`src/rtl/sympwm_pkg.sv`:
```
package sympwm_pkg;

    typedef enum logic {
        CNT_UP   = 1'b0,
        CNT_DOWN = 1'b1
    } dir_e;

    typedef enum logic [1:0] {
        PIN_OFF    = 2'd0,
        PIN_RSVD   = 2'd1,
        PIN_NONINV = 2'd2,
        PIN_INV    = 2'd3
    } pin_mode_e;

    localparam logic [3:0] WAVE_FIX8   = 4'd1;
    localparam logic [3:0] WAVE_FIX9   = 4'd2;
    localparam logic [3:0] WAVE_FIX10  = 4'd3;
    localparam logic [3:0] WAVE_PERIOD = 4'd10;
    localparam logic [3:0] WAVE_CMPA   = 4'd11;

    localparam int unsigned MIN_TOP = 3;

    localparam logic [1:0] SEL_BUF_A = 2'd0;
    localparam logic [1:0] SEL_BUF_B = 2'd1;
    localparam logic [1:0] SEL_PER   = 2'd2;
    localparam logic [1:0] SEL_CLR   = 2'd3;

endpackage

```
`src/rtl/sympwm_counter.sv`:
```
module sympwm_counter
    import sympwm_pkg::*;
#(
    parameter int W = 16
) (
    input  logic         clk,
    input  logic         rst_n,
    input  logic         step,
    input  logic [W-1:0] top,
    output logic [W-1:0] cnt,
    output dir_e         dir,
    output logic         turn,
    output logic         bottom
);

    localparam logic [W-1:0] ONE = W'(1);

    dir_e         st_q, st_d;
    logic [W-1:0] cnt_q, cnt_d;

    always_ff @(posedge clk or negedge rst_n) begin
        if (!rst_n) begin
            st_q  <= CNT_UP;
            cnt_q <= '0;
        end else begin
            st_q  <= st_d;
            cnt_q <= cnt_d;
        end
    end

    always_comb begin
        st_d   = st_q;
        cnt_d  = cnt_q;
        turn   = 1'b0;
        bottom = 1'b0;
        if (step) begin
            unique case (st_q)
                CNT_UP: begin
                    if (cnt_q >= top) begin
                        st_d  = CNT_DOWN;
                        cnt_d = cnt_q - ONE;
                        turn  = 1'b1;
                    end else begin
                        cnt_d = cnt_q + ONE;
                    end
                end
                CNT_DOWN: begin
                    if (cnt_q == '0) begin
                        st_d  = CNT_UP;
                        cnt_d = ONE;
                    end else begin
                        cnt_d  = cnt_q - ONE;
                        bottom = (cnt_q == ONE);
                    end
                end
            endcase
        end
    end

    assign cnt = cnt_q;
    assign dir = st_q;

    // every enabled tick moves the count by one in either direction
    p_single_step_r1: assert property (@(posedge clk) disable iff (!rst_n)
        step |=> ((cnt_q - $past(cnt_q)) == ONE) || (($past(cnt_q) - cnt_q) == ONE));

    // without a tick the count and direction hold
    p_idle_hold_r7: assert property (@(posedge clk) disable iff (!rst_n)
        !step |=> ($stable(cnt_q) && $stable(st_q)));

endmodule

```
`src/rtl/sympwm_channel.sv`:
```
module sympwm_channel
    import sympwm_pkg::*;
#(
    parameter int W = 16
) (
    input  logic         clk,
    input  logic         rst_n,
    input  logic         step,
    input  logic         wr_buf,
    input  logic [W-1:0] wr_data,
    input  logic         load,
    input  dir_e         dir,
    input  logic [W-1:0] cnt,
    input  logic [1:0]   mode,
    output logic         pin,
    output logic         match,
    output logic [W-1:0] active
);

    logic [W-1:0] buf_q, act_q;
    logic         lvl_q;
    pin_mode_e    pm;

    assign pm    = pin_mode_e'(mode);
    assign match = step && (cnt == act_q);

    always_ff @(posedge clk or negedge rst_n) begin
        if (!rst_n) begin
            buf_q <= '0;
            act_q <= '0;
            lvl_q <= 1'b0;
        end else begin
            if (wr_buf) buf_q <= wr_data;
            if (load)   act_q <= buf_q;
            if (match) begin
                unique case (pm)
                    PIN_NONINV: lvl_q <= (dir == CNT_DOWN);
                    PIN_INV:    lvl_q <= (dir == CNT_UP);
                    default:    lvl_q <= lvl_q;
                endcase
            end
        end
    end

    always_comb begin
        unique case (pm)
            PIN_NONINV, PIN_INV: pin = lvl_q;
            default:             pin = 1'b0;
        endcase
    end

    assign active = act_q;

    // the working compare value changes only on a turnaround load
    p_active_hold_r6: assert property (@(posedge clk) disable iff (!rst_n)
        !load |=> $stable(act_q));

    // with an unchanged mode the pin only moves after a compare match
    p_pin_on_match_r4: assert property (@(posedge clk) disable iff (!rst_n)
        ((mode == $past(mode)) && (pin != $past(pin))) |-> $past(match));

endmodule

```
`src/rtl/sympwm_timer.sv`:
```
module sympwm_timer
    import sympwm_pkg::*;
#(
    parameter int W = 16
) (
    input  logic         clk,
    input  logic         rst_n,
    input  logic         tick,
    input  logic         wr_en,
    input  logic [1:0]   wr_sel,
    input  logic [W-1:0] wr_data,
    input  logic [3:0]   wave_sel,
    input  logic [1:0]   mode_a,
    input  logic [1:0]   mode_b,
    output logic         pwm_a,
    output logic         pwm_b,
    output logic         flag_ovf,
    output logic         flag_cmp_a,
    output logic         flag_cmp_b,
    output logic         flag_period,
    output logic [W-1:0] count
);

    localparam int NCH = 2;
    localparam int NFLG = 4;
    localparam logic [W-1:0] TOP8  = W'(10'h0FF);
    localparam logic [W-1:0] TOP9  = W'(10'h1FF);
    localparam logic [W-1:0] TOP10 = W'(10'h3FF);
    localparam logic [W-1:0] TOPMIN = W'(MIN_TOP);

    logic [W-1:0] per_q;
    logic [W-1:0] top_raw, top_eff;
    logic         wave_ok, step, turn, bottom;
    logic [W-1:0] cnt;
    dir_e         dir;

    logic [1:0]   ch_mode  [NCH];
    logic         ch_pin   [NCH];
    logic         ch_match [NCH];
    logic [W-1:0] ch_act   [NCH];

    logic [NFLG-1:0] flg_q, flg_set, flg_clr;

    assign ch_mode[0] = mode_a;
    assign ch_mode[1] = mode_b;

    always_comb begin
        wave_ok = 1'b1;
        unique case (wave_sel)
            WAVE_FIX8:   top_raw = TOP8;
            WAVE_FIX9:   top_raw = TOP9;
            WAVE_FIX10:  top_raw = TOP10;
            WAVE_PERIOD: top_raw = per_q;
            WAVE_CMPA:   top_raw = ch_act[0];
            default: begin
                top_raw = TOP8;
                wave_ok = 1'b0;
            end
        endcase
        top_eff = (top_raw < TOPMIN) ? TOPMIN : top_raw;
    end

    assign step = tick && wave_ok;

    sympwm_counter #(.W(W)) u_cnt (
        .clk    (clk),
        .rst_n  (rst_n),
        .step   (step),
        .top    (top_eff),
        .cnt    (cnt),
        .dir    (dir),
        .turn   (turn),
        .bottom (bottom)
    );

    for (genvar c = 0; c < NCH; c++) begin : g_ch
        sympwm_channel #(.W(W)) u_ch (
            .clk     (clk),
            .rst_n   (rst_n),
            .step    (step),
            .wr_buf  (wr_en && (wr_sel == 2'(c))),
            .wr_data (wr_data),
            .load    (turn),
            .dir     (dir),
            .cnt     (cnt),
            .mode    (ch_mode[c]),
            .pin     (ch_pin[c]),
            .match   (ch_match[c]),
            .active  (ch_act[c])
        );
    end

    always_ff @(posedge clk or negedge rst_n) begin
        if (!rst_n) per_q <= '0;
        else if (wr_en && (wr_sel == SEL_PER)) per_q <= wr_data;
    end

    always_comb begin
        flg_set[0] = bottom;
        flg_set[1] = ch_match[0] || (turn && (wave_sel == WAVE_CMPA));
        flg_set[2] = ch_match[1];
        flg_set[3] = turn && (wave_sel == WAVE_PERIOD);
        flg_clr    = (wr_en && (wr_sel == SEL_CLR)) ? wr_data[NFLG-1:0] : '0;
    end

    always_ff @(posedge clk or negedge rst_n) begin
        if (!rst_n) flg_q <= '0;
        else        flg_q <= (flg_q & ~flg_clr) | flg_set;
    end

    assign pwm_a       = ch_pin[0];
    assign pwm_b       = ch_pin[1];
    assign flag_ovf    = flg_q[0];
    assign flag_cmp_a  = flg_q[1];
    assign flag_cmp_b  = flg_q[2];
    assign flag_period = flg_q[3];
    assign count       = cnt;

    // overflow flag rises only as the count lands on zero
    p_ovf_at_zero_r5: assert property (@(posedge clk) disable iff (!rst_n)
        $rose(flag_ovf) |-> (count == '0));

    // period flag rises only with the period register as TOP source
    p_period_src_r9: assert property (@(posedge clk) disable iff (!rst_n)
        $rose(flag_period) |-> ($past(wave_sel) == WAVE_PERIOD));

    // the count never climbs past a clamped TOP from the period register
    p_top_floor_r12: assert property (@(posedge clk) disable iff (!rst_n)
        ((wave_sel == WAVE_PERIOD) && (per_q < TOPMIN) && (count <= TOPMIN)) |=>
        ((count <= TOPMIN) || (wave_sel != WAVE_PERIOD) || $changed(per_q)));

endmodule

```
`config.mk`:
```
export PLATFORM = sky130hd
export DESIGN_NAME = sympwm_timer
export DESIGN_NICKNAME = d
export VERILOG_FILES = /design/src/rtl/sympwm_pkg.sv /design/src/rtl/sympwm_counter.sv /design/src/rtl/sympwm_channel.sv /design/src/rtl/sympwm_timer.sv
export SDC_FILE = /design/constraint.sdc
export NUM_CORES = 1
export LEC_CHECK = 0
export ABC_AREA = 1
export BUFFER_PORTS_ARGS = -buffer_cell sky130_fd_sc_hd__buf_2
export CAP_MARGIN = 20
export CORE_ASPECT_RATIO = 0.9
export CORE_MARGIN = 10
export CORE_UTILIZATION = 45
export DETAILED_ROUTE_END_ITERATION = 6
export SYNTH_ARGS = -nofsm -noshare
export SYNTH_HDL_FRONTEND = slang
export SYNTH_HIERARCHICAL = 1
export SYNTH_SLANG_ARGS = --single-unit
```
`constraint.sdc`:
```
create_clock -name clk -period 3.14 [get_ports clk]
set_clock_uncertainty 0.1 [all_clocks]
set_input_delay 0.157 -clock clk [delete_from_list [all_inputs] [get_ports clk]]
set_output_delay 0.157 -clock clk [all_outputs]
set_load 0.01 [all_outputs]
```
==> results by group, run 1 <==
Status
  • Outcome: finished clean

Global routing
  • Largest net degree at the start of global routing: between 60 and 70
  • GR Overflow Total: 0
  • Initial antenna violation count: 1
  • Number of global-route vias before repair: 6205
  • First-pass GRT wire length: between 30000 and 40000 µm
  • Total track usage: a little over a fifth

STA
  • Slew of the pin with the lowest slew margin: around 920 ps
  • Fin crit share: roughly nine tenths
  • RSZ-0062 raised after global routing: false
  • Fmax: about 0.36 GHz
  • Final Hold Slack: around 16 ps
  • Relative slew slack: 38.4%
  • Final setup fails: 0
  • Min cycle time layout: approximately 2800 ps
  • Final hold violations: 0
  • Fin. max-slew vios: 0
  • Worst Setup Slack, final: roughly 340 ps
  • Final setup TNS: 0 ps

Placement
  • Detailed placement HPWL: around 16000 µm
  • Dpl ws: between 200 and 250 ps
  • Routability cong.: around 0.90
  • PortBufs: between 50 and 60
  • Inst Count DP: between 1000 and 1500

Setup path
  • Slowest cell on the critical path: dfrtp_1
  • Worst EP required: 3280 ps
  • Crit path kind: flip-flop to flip-flop
  • Critical path peak fanout: 5
  • Most frequent CP cell: nand2_1
  • Cell Chain, Critical Path: nand2_1 > nand2_1 > nor2_1 > nand3_1 > nor2_1 > nand2_1 > nand2_1 > inv_1 > ha_1 > nand2_1 > nand2_1 > nand2_1 > nand2_1 > nand2_1 > nand2_1 > nand2_1 > nand3_1 > nand2_1 > nor2_1 > nor2_1 > nor2_1
  • Arr. time, crit path: about 3000 ps
  • FF-to-FF path depth: 21
  • Critical Path End Type: flip-flop
  • Worst Setup Start Kind: flip-flop
  • Highest cell delay on the worst timing path: roughly 410 ps

Routing
  • Wirelength per Cell: 17.0 µm
  • DRC: 0
  • Initial drt markers: between 500 and 600
  • Number of nets with antenna violations after routing: 0
  • Routed WL: 21400 µm
  • Via count: 6452
  • Drt pass-1 iters: 7
  • Detail-routed via count per cell: between 5 and 6

Layout
  • Layout Cells excl Fill: 1255
  • Filler cell count: between 1000 and 1500
  • Layout Utilization: between 50% and 60%
  • NumNets Final: ~1100
  • Area Growth Syn to Fin: 15.2%
  • Share of layout cells above drive strength 1: ~17%
  • ANT cells: 0

Floorplan
  • Die area: around 0.021 mm²
  • Die height: about 140 µm
  • Core Region: between 0.01 and 0.015 mm²
  • Initial core utilization: a little under half
  • Std-Cell Rows: 42
  • Die span in x: 151 µm
  • I/O Pins: 52

Clocking
  • Latest clock arrival within the worst-skew pair: approximately 360 ps
  • CTS Sinks: slightly above 100
  • H-Tree Depth: 3
  • Root Buffer: clkbuf_16
  • Deepest clock path buffer count: 2
  • CTS Buf Count: 9
  • # Post-CTS Setup Buffers: 0
  • Worst-path clk slew: 80 ps
  • TritonCTS clock tree: done

Power and ir drop
  • Cell internal pwr: 3560 µW
  • Reg power frac: a little under a third
  • NetSw: approximately 3300 µW
  • Combinational power share: ~53%
  • Static Leak: approximately 0.0042 µW
  • Pwr dens: approximately 860 mW/mm²
  • Clock network power share: 17.0%
  • Maximum vdd drop: roughly 440 µV
  • Switch share: between 40% and 50%

Synthesis
  • Post-Syn Instances: ~1000
  • Synth warn: 6
  • Syn Nets: about 1000
  • Synthesized area per cell: around 7.1 µm²
  • Flops & latches, synth: 103
  • Netlist cell types: 32
  • Syn Std Cell Area: approximately 0.0069 mm²
  • Seq/Total Area, Yosys: a little under two fifths

Hold path
  • Worst Hold Path Cells: 2
  • Hold Path Class: primary input to flip-flop

Job
  • Max cap viols: 0
-- worst max-delay path, delay by kind of cell (launching register included) --
family	cells	cell delay [ps]
simple gates	19	1840
flops	1	410
fa+ha+maj	1	300
buf+inv	1	40
-- synth_stat cells (all sizes together) --
cell type / instances / area, µm²
nand2: 316 / 1210
inv: 150 / 566
nor2: 119 / 507
dfrtp: 103 / 2580
nand3: 57 / 295
o21ai: 55 / 275
mux2: 44 / 495
nand4: 25 / 156
a21oi: 22 / 121
ha: 20 / 250
xor2: 17 / 156
buf: 16 / 110
clkbuf: 9 / 43.8
xnor2: 7 / 61.3
nor3: 5 / 25.0
nor4: 4 / 25.0
nand3b: 2 / 15.0
a21boi: 1 / 7.51
clkinv: 1 / 3.75
o21a: 1 / 7.51
-- cells by family (layout without fill, tap and decap cells) --
logic type | count (synthesis) | after routing | synth area share (%)
adders and majority gates | 20 | 20 | 3.62
buffers and inverters | 176 | 259 | 10.5
DFF | 103 | 103 | 37.3
AOI/OAI and AO/OA | 79 | 79 | 5.96
xor gates and xnor gates | 24 | 24 | 3.15
muxes | 44 | 44 | 7.18
and+or+nand+nor | 528 | 528 | 32.3
-- cells in the final DEF, fill, tap and decap left out, types with 4 or more instances in the layout --
cell           instances
nand3_1               55
nor2_4                 5
xnor2_1                7
a21oi_1               19
nand2_1              310
dlygate4sd3_1         12
mux2_2                44
xor2_1                16
clkbuf_16             10
nor2_1               102
dfrtp_1              103
o21ai_0               55
inv_2                 10
nand2_2                5
nor2_2                12
nor4_1                 4
inv_1                139
buf_4                 28
buf_2                 50
nand4_1               25
ha_1                  20
-- flip-flops by register name, indices dropped and copies added (netlist names) --
register          count
flg_q                 4
g_ch.u_ch/active     32
g_ch.u_ch/buf_q      32
g_ch.u_ch/lvl_q       2
per_q                16
u_cnt/cnt            16
u_cnt/dir             1
-- power by group through the flow --
stage | logic (µW) | clock network, µW | registers, µW
6_report | 3600 | 1170 | 2090
5_1_grt | 4050 | 1250 | 2150
4_1_cts | 3540 | 1190 | 2090
3_5_place_dp | 3520 | 0 | 2120
3_3_place_gp | 3490 | 0 | 2120
2_1_floorplan | 2300 | 0 | 2190
-- per-stage QoR --
stage          total power [µW]  cell area (µm²)
6_report                   6860             7960
5_1_grt                    7440             7960
4_1_cts                    6830             7930
3_5_place_dp               5630             7500
3_3_place_gp               5610             7500
2_1_floorplan              4500             6910
-- final timing paths --
check	from	end	slack, ps
worst max-delay path	g_ch[0].u_ch/active[9]$_DFFE_PN0P_	u_cnt/cnt[7]$_DFFE_PN0P_	340
worst max register to register	g_ch[0].u_ch/active[9]$_DFFE_PN0P_	u_cnt/cnt[7]$_DFFE_PN0P_	340
min in group asynchronous	rst_n	u_cnt/cnt[0]$_DFFE_PN0P_	300
worst min register to register	g_ch[1].u_ch/buf_q[6]$_DFFE_PN0P_	g_ch[1].u_ch/active[6]$_DFFE_PN0P_	390
worst min-delay path	wr_data[15]	g_ch[1].u_ch/buf_q[15]$_DFFE_PN0P_	20
max in group asynchronous	rst_n	g_ch[0].u_ch/buf_q[15]$_DFFE_PN0P_	1830
-- repair_timing --
action,4_1_cts,5_1_grt
resized for setup,0,0
endpoints found under the hold margin,78,0
endpoints found under the setup margin,0,1
hold buffers,12,0
-- layer usage --
layer | share of wire (%) | vias to the layer above | track usage (%)
li1 | - | 3202 | -
met1 | 45 | 3018 | 27.6
met2 | 47 | 210 | 35.1
met3 | 7.0 | 22 | 4.07
met4 | 1.4 | 0 | 4.75
met5 | 0 | - | 0
-- cell type report --
class	instances	area [µm²]	area share (%)
Multi-Input combinational cell	695	3630	45.6
Timing Repair Buffer	92	626	7.86
Inverter	151	569	7.16
Tap cell	198	248	3.11
Sequential cell	103	2580	32.4
Clock buffer	9	225	2.83
Clock inverter	7	83.8	1.05
(Power assumes the default switching activity.)
==> run 2: changes to the inputs <==
--- a/config.mk
+++ b/config.mk
@@ -5,12 +5,11 @@
 export SDC_FILE = /design/constraint.sdc
 export NUM_CORES = 1
 export LEC_CHECK = 0
-export ABC_AREA = 1
 export BUFFER_PORTS_ARGS = -buffer_cell sky130_fd_sc_hd__buf_2
 export CAP_MARGIN = 20
 export CORE_ASPECT_RATIO = 0.9
 export CORE_MARGIN = 10
-export CORE_UTILIZATION = 45
+export CORE_UTILIZATION = 25
 export DETAILED_ROUTE_END_ITERATION = 6
 export SYNTH_ARGS = -nofsm -noshare
 export SYNTH_HDL_FRONTEND = slang
==> run 2 against run 1 <==
Net effect: the flow now finishes with violations (setup timing); core utilization is 19 points lower; design area up 2.3%; combinational power shrank 40%; via count fell by 23%; critical endpoint is now u_cnt/cnt[10]$_DFFE_PN0P_; global-route usage shrank 8.9 points; worst hold slack got worse by 6.9 ps; non-clock buffer count increased by 61; sequential cell count stayed put; final cell count is 19% lower; largest cell class unchanged; power shrank 23%.
==> results by group, run 2 <==
Status
  • Outcome: finished with violations
  • Violated checks: setup timing

Clocking
  • Root Buffer: clkbuf_16
  • H-Tree Depth: 3
  • Worst-path clk slew: 70 ps
  • Deepest clock path buffer count: 2
  • CTS Buf Count: 9
  • TritonCTS clock tree: done
  • CTS Sinks: between 100 and 150
  • Latest clock arrival within the worst-skew pair: roughly 360 ps

Synthesis
  • Synth Area in XOR/XNOR: 4.51%
  • Syn Nets: 621
  • Multiplexer share of the synthesized area: 17.8%
  • Syn Std Cell Area: 0.00602 mm²
  • Flops & latches, synth: 103
  • Seq/Total Area, Yosys: 42.8%
  • Synth async-reset ratio: 100%
  • Adder-Cell Fraction of Synth Area: under 10%
  • Post-synth top flop: dfrtp_1
  • Synth top cells by count: dfrtp_1 (103), mux2_1 (58), nand2_1 (39)
  • Post-synth top area share: a little over two fifths
  • Most frequent cell after synthesis: dfrtp_1
  • Synth warn: 6
  • Post-synth EDFFs: 0
  • Largest family of logic cells by synthesized area: multiplexers
  • Netlist cell types: 65
  • Post-Syn Instances: around 570
  • Synthesized area per cell: 10.5 µm²
  • Leading area contributor after synthesis: dfrtp_1
  • Simple-gate share of the synthesized area: between 15 and 20%
  • Compound-Gate Fraction of Synth Area: roughly 11%
  • Top cells by area, synth: dfrtp_1 (43%), mux2_1 (11%), xnor2_1 (4.5%)

STA
  • Slew of the pin with the lowest slew margin: 964 ps
  • Final setup fails: 50
  • Fin. max-slew vios: 0
  • Min cycle time layout: roughly 3500 ps
  • Final hold violations: 0
  • RSZ-0062 raised after global routing: true
  • Final Hold Slack: 9.35 ps
  • Worst Setup Slack, final: -403 ps
  • Fmax: roughly 0.28 GHz
  • Relative slew slack: a little over a third
  • Fin crit share: 113%

Routing
  • Routed WL: ~19000 µm
  • DRC: 0
  • Wirelength per Cell: 18.3 µm
  • Initial drt markers: between 400 and 500
  • Drt pass-1 iters: 5
  • Via count: 4992
  • Number of nets with antenna violations after routing: 0
  • Detail-routed via count per cell: around 4.9

Layout
  • Most frequent cells in the layout: dfrtp_1 (103), buf_4 (66), buf_2 (50)
  • NumNets Final: 758
  • Most common cell after layout, fill and taps aside: dfrtp_1
  • Area Growth Syn to Fin: 35.1%
  • Layout Cells excl Fill: slightly above 1000
  • Filler cell count: around 2400
  • Share of layout cells above drive strength 1: approximately a third

Setup path
  • Critical path peak fanout: 14
  • Highest cell delay on the worst timing path: ~500 ps
  • Worst path bufs/invs: 3
  • Reg2Reg Launch Point: g_ch[0].u_ch/active[14]$_DFFE_PN0P_
  • Critical Path End Type: flip-flop
  • Worst EP required: approximately 3300 ps
  • CP Launch Point: g_ch[0].u_ch/active[14]$_DFFE_PN0P_
  • Slowest cell on the critical path: or4_4
  • Cell Chain, Critical Path: mux2i_1 > a21oi_2 > or4_4 > o211ai_1 > ha_1 > nand2b_4 > a2111oi_4 > o41ai_2 > o21ai_1 > buf_4 > a211oi_4 > buf_6 > buf_12 > nor4_2 > a2111oi_2
  • Kind of cell adding the most delay to the critical path: compound AO/OA/AOI/OAI gates
  • Arr. time, crit path: 3670 ps
  • Worst Setup Start Kind: flip-flop
  • Crit path kind: flip-flop to flip-flop

Global routing
  • Total track usage: 12.1%
  • Met1 Resource Use GR: about 17%
  • Initial antenna violation count: 1
  • Number of global-route vias before repair: around 5000
  • M2 GR Usage: roughly 19%
  • First-pass GRT wire length: roughly 30000 µm
  • Largest net degree at the start of global routing: 74
  • Global route hottest layer: met2
  • GR Overflow Total: 0
  • Met3 Use GR: under 10%

Hold path
  • Hold Path Class: primary input to flip-flop
  • Hold_sp: mode_a[0]

Floorplan
  • Die area: between 0.03 and 0.04 mm²
  • Initial core utilization: between 20 and 30%
  • I/O Pins: 52
  • Std-Cell Rows: 53
  • Die span in x: approximately 180 µm
  • Core Region: 0.0235 mm²
  • Die height: 167 µm

Job
  • Max cap viols: 0

Placement
  • Routability cong.: between 0.8 and 0.9
  • Inst Count DP: between 900 and 1000
  • PortBufs: a little over 50
  • Detailed placement HPWL: around 14000 µm

Power and ir drop
  • Static Leak: between 0.003 and 0.004 µW
  • Pwr dens: approximately 650 mW/mm²
  • Total power: ~5300 µW
  • Maximum vdd drop: approximately 290 µV
==> run 2: cell count changes after synthesis, sizes merged, moves of 24 or more <==
cell   previous run  this run
o21ai            55        21
inv             150        29
nand3            57        22
mux2             44        79
nor2            119        26
nand2           316        40
xnor2             7        31
==> run 2: final cells by class <==
| type | instances | area (µm²) | share of cell area [%] |
|---|---|---|---|
| repair buffers | 153 | 1210 | 14.9 |
| clock buffers | 12 | 267 | 3.27 |
| clock inverters | 4 | 36.3 | 0.446 |
| inverters | 31 | 116 | 1.43 |
| well taps | 302 | 378 | 4.64 |
| multi-input cells | 410 | 3550 | 43.6 |
| diodes | 1 | 2.50 | 0.0307 |
| flip-flops and latches | 103 | 2580 | 31.7 |
==> run 2: path summary, 6_finish.rpt <==
| kind | cells past startpoint | slack [ps] | end |
|---|---|---|---|
| worst max register to register | 15 | -400 | u_cnt/cnt[10]$_DFFE_PN0P_ |
| min in group asynchronous | 2 | 170 | flg_q[3]$_DFF_PN0_ |
| max in group asynchronous | 3 | 2020 | g_ch[0].u_ch/active[10]$_DFFE_PN0P_ |
| worst min register to register | 2 | 380 | flg_q[1]$_DFF_PN0_ |
| worst max-delay path | 15 | -400 | u_cnt/cnt[10]$_DFFE_PN0P_ |
| worst min-delay path | 3 | 9 | g_ch[0].u_ch/lvl_q$_DFFE_PN0P_ |
==> run 2: per-stage QoR <==
stage / util, % / setup TNS (ps) / instance area [µm²] / worst slack [ps]
after detailed placement: 30.5 / -32400 / 7190 / -727
after global placement: 30.5 / -26610 / 7190 / -601
final: 34.6 / -16070 / 8140 / -403
after CTS: 34.2 / -14460 / 8050 / -354
after global routing: 34.6 / -24730 / 8140 / -591
after floorplan: - / -6480 / 6160 / -242
==> run 2: timing repair <==
action,4_1_cts,5_1_grt
pin swaps,9,11
cloned,2,0
endpoints found under the setup margin,50,50
hold buffers,19,0
endpoints found under the hold margin,80,0
gates resized for setup,51,20
setup buffers,13,0
==> run 2: report_power, final <==
| group | internal, µW | total, µW | switching (µW) |
|---|---|---|---|
| clock | 614 | 1150 | 535 |
| sequential | 1680 | 1960 | 283 |
| combinational | 1130 | 2160 | 1030 |
| total | 3420 | 5270 | 1840 |
==> run 2: kinds of logic after synthesis <==
kind of cell | count (synthesis)
and+or+nand+nor | 164
DFF | 103
AOI/OAI and AO/OA | 98
muxes | 97
buffers and inverters | 58
xor gates and xnor gates | 31
adders and majority gates | 20
==> run 2: worst reg2reg max path, delay by kind of cell, from the launching register on <==
family	cells	cell delay [ps]
fa+ha+maj	1	250
compound gates	7	1020
flops	1	390
mux	1	260
simple gates	3	950
buf+inv	3	460
==> run 2: metal layers <==
layer,part of all wire [%],vias to the layer above
met5,0,-
met4,1.2,0
met3,5.5,17
met2,45,151
met1,48,2483
li1,-,2341
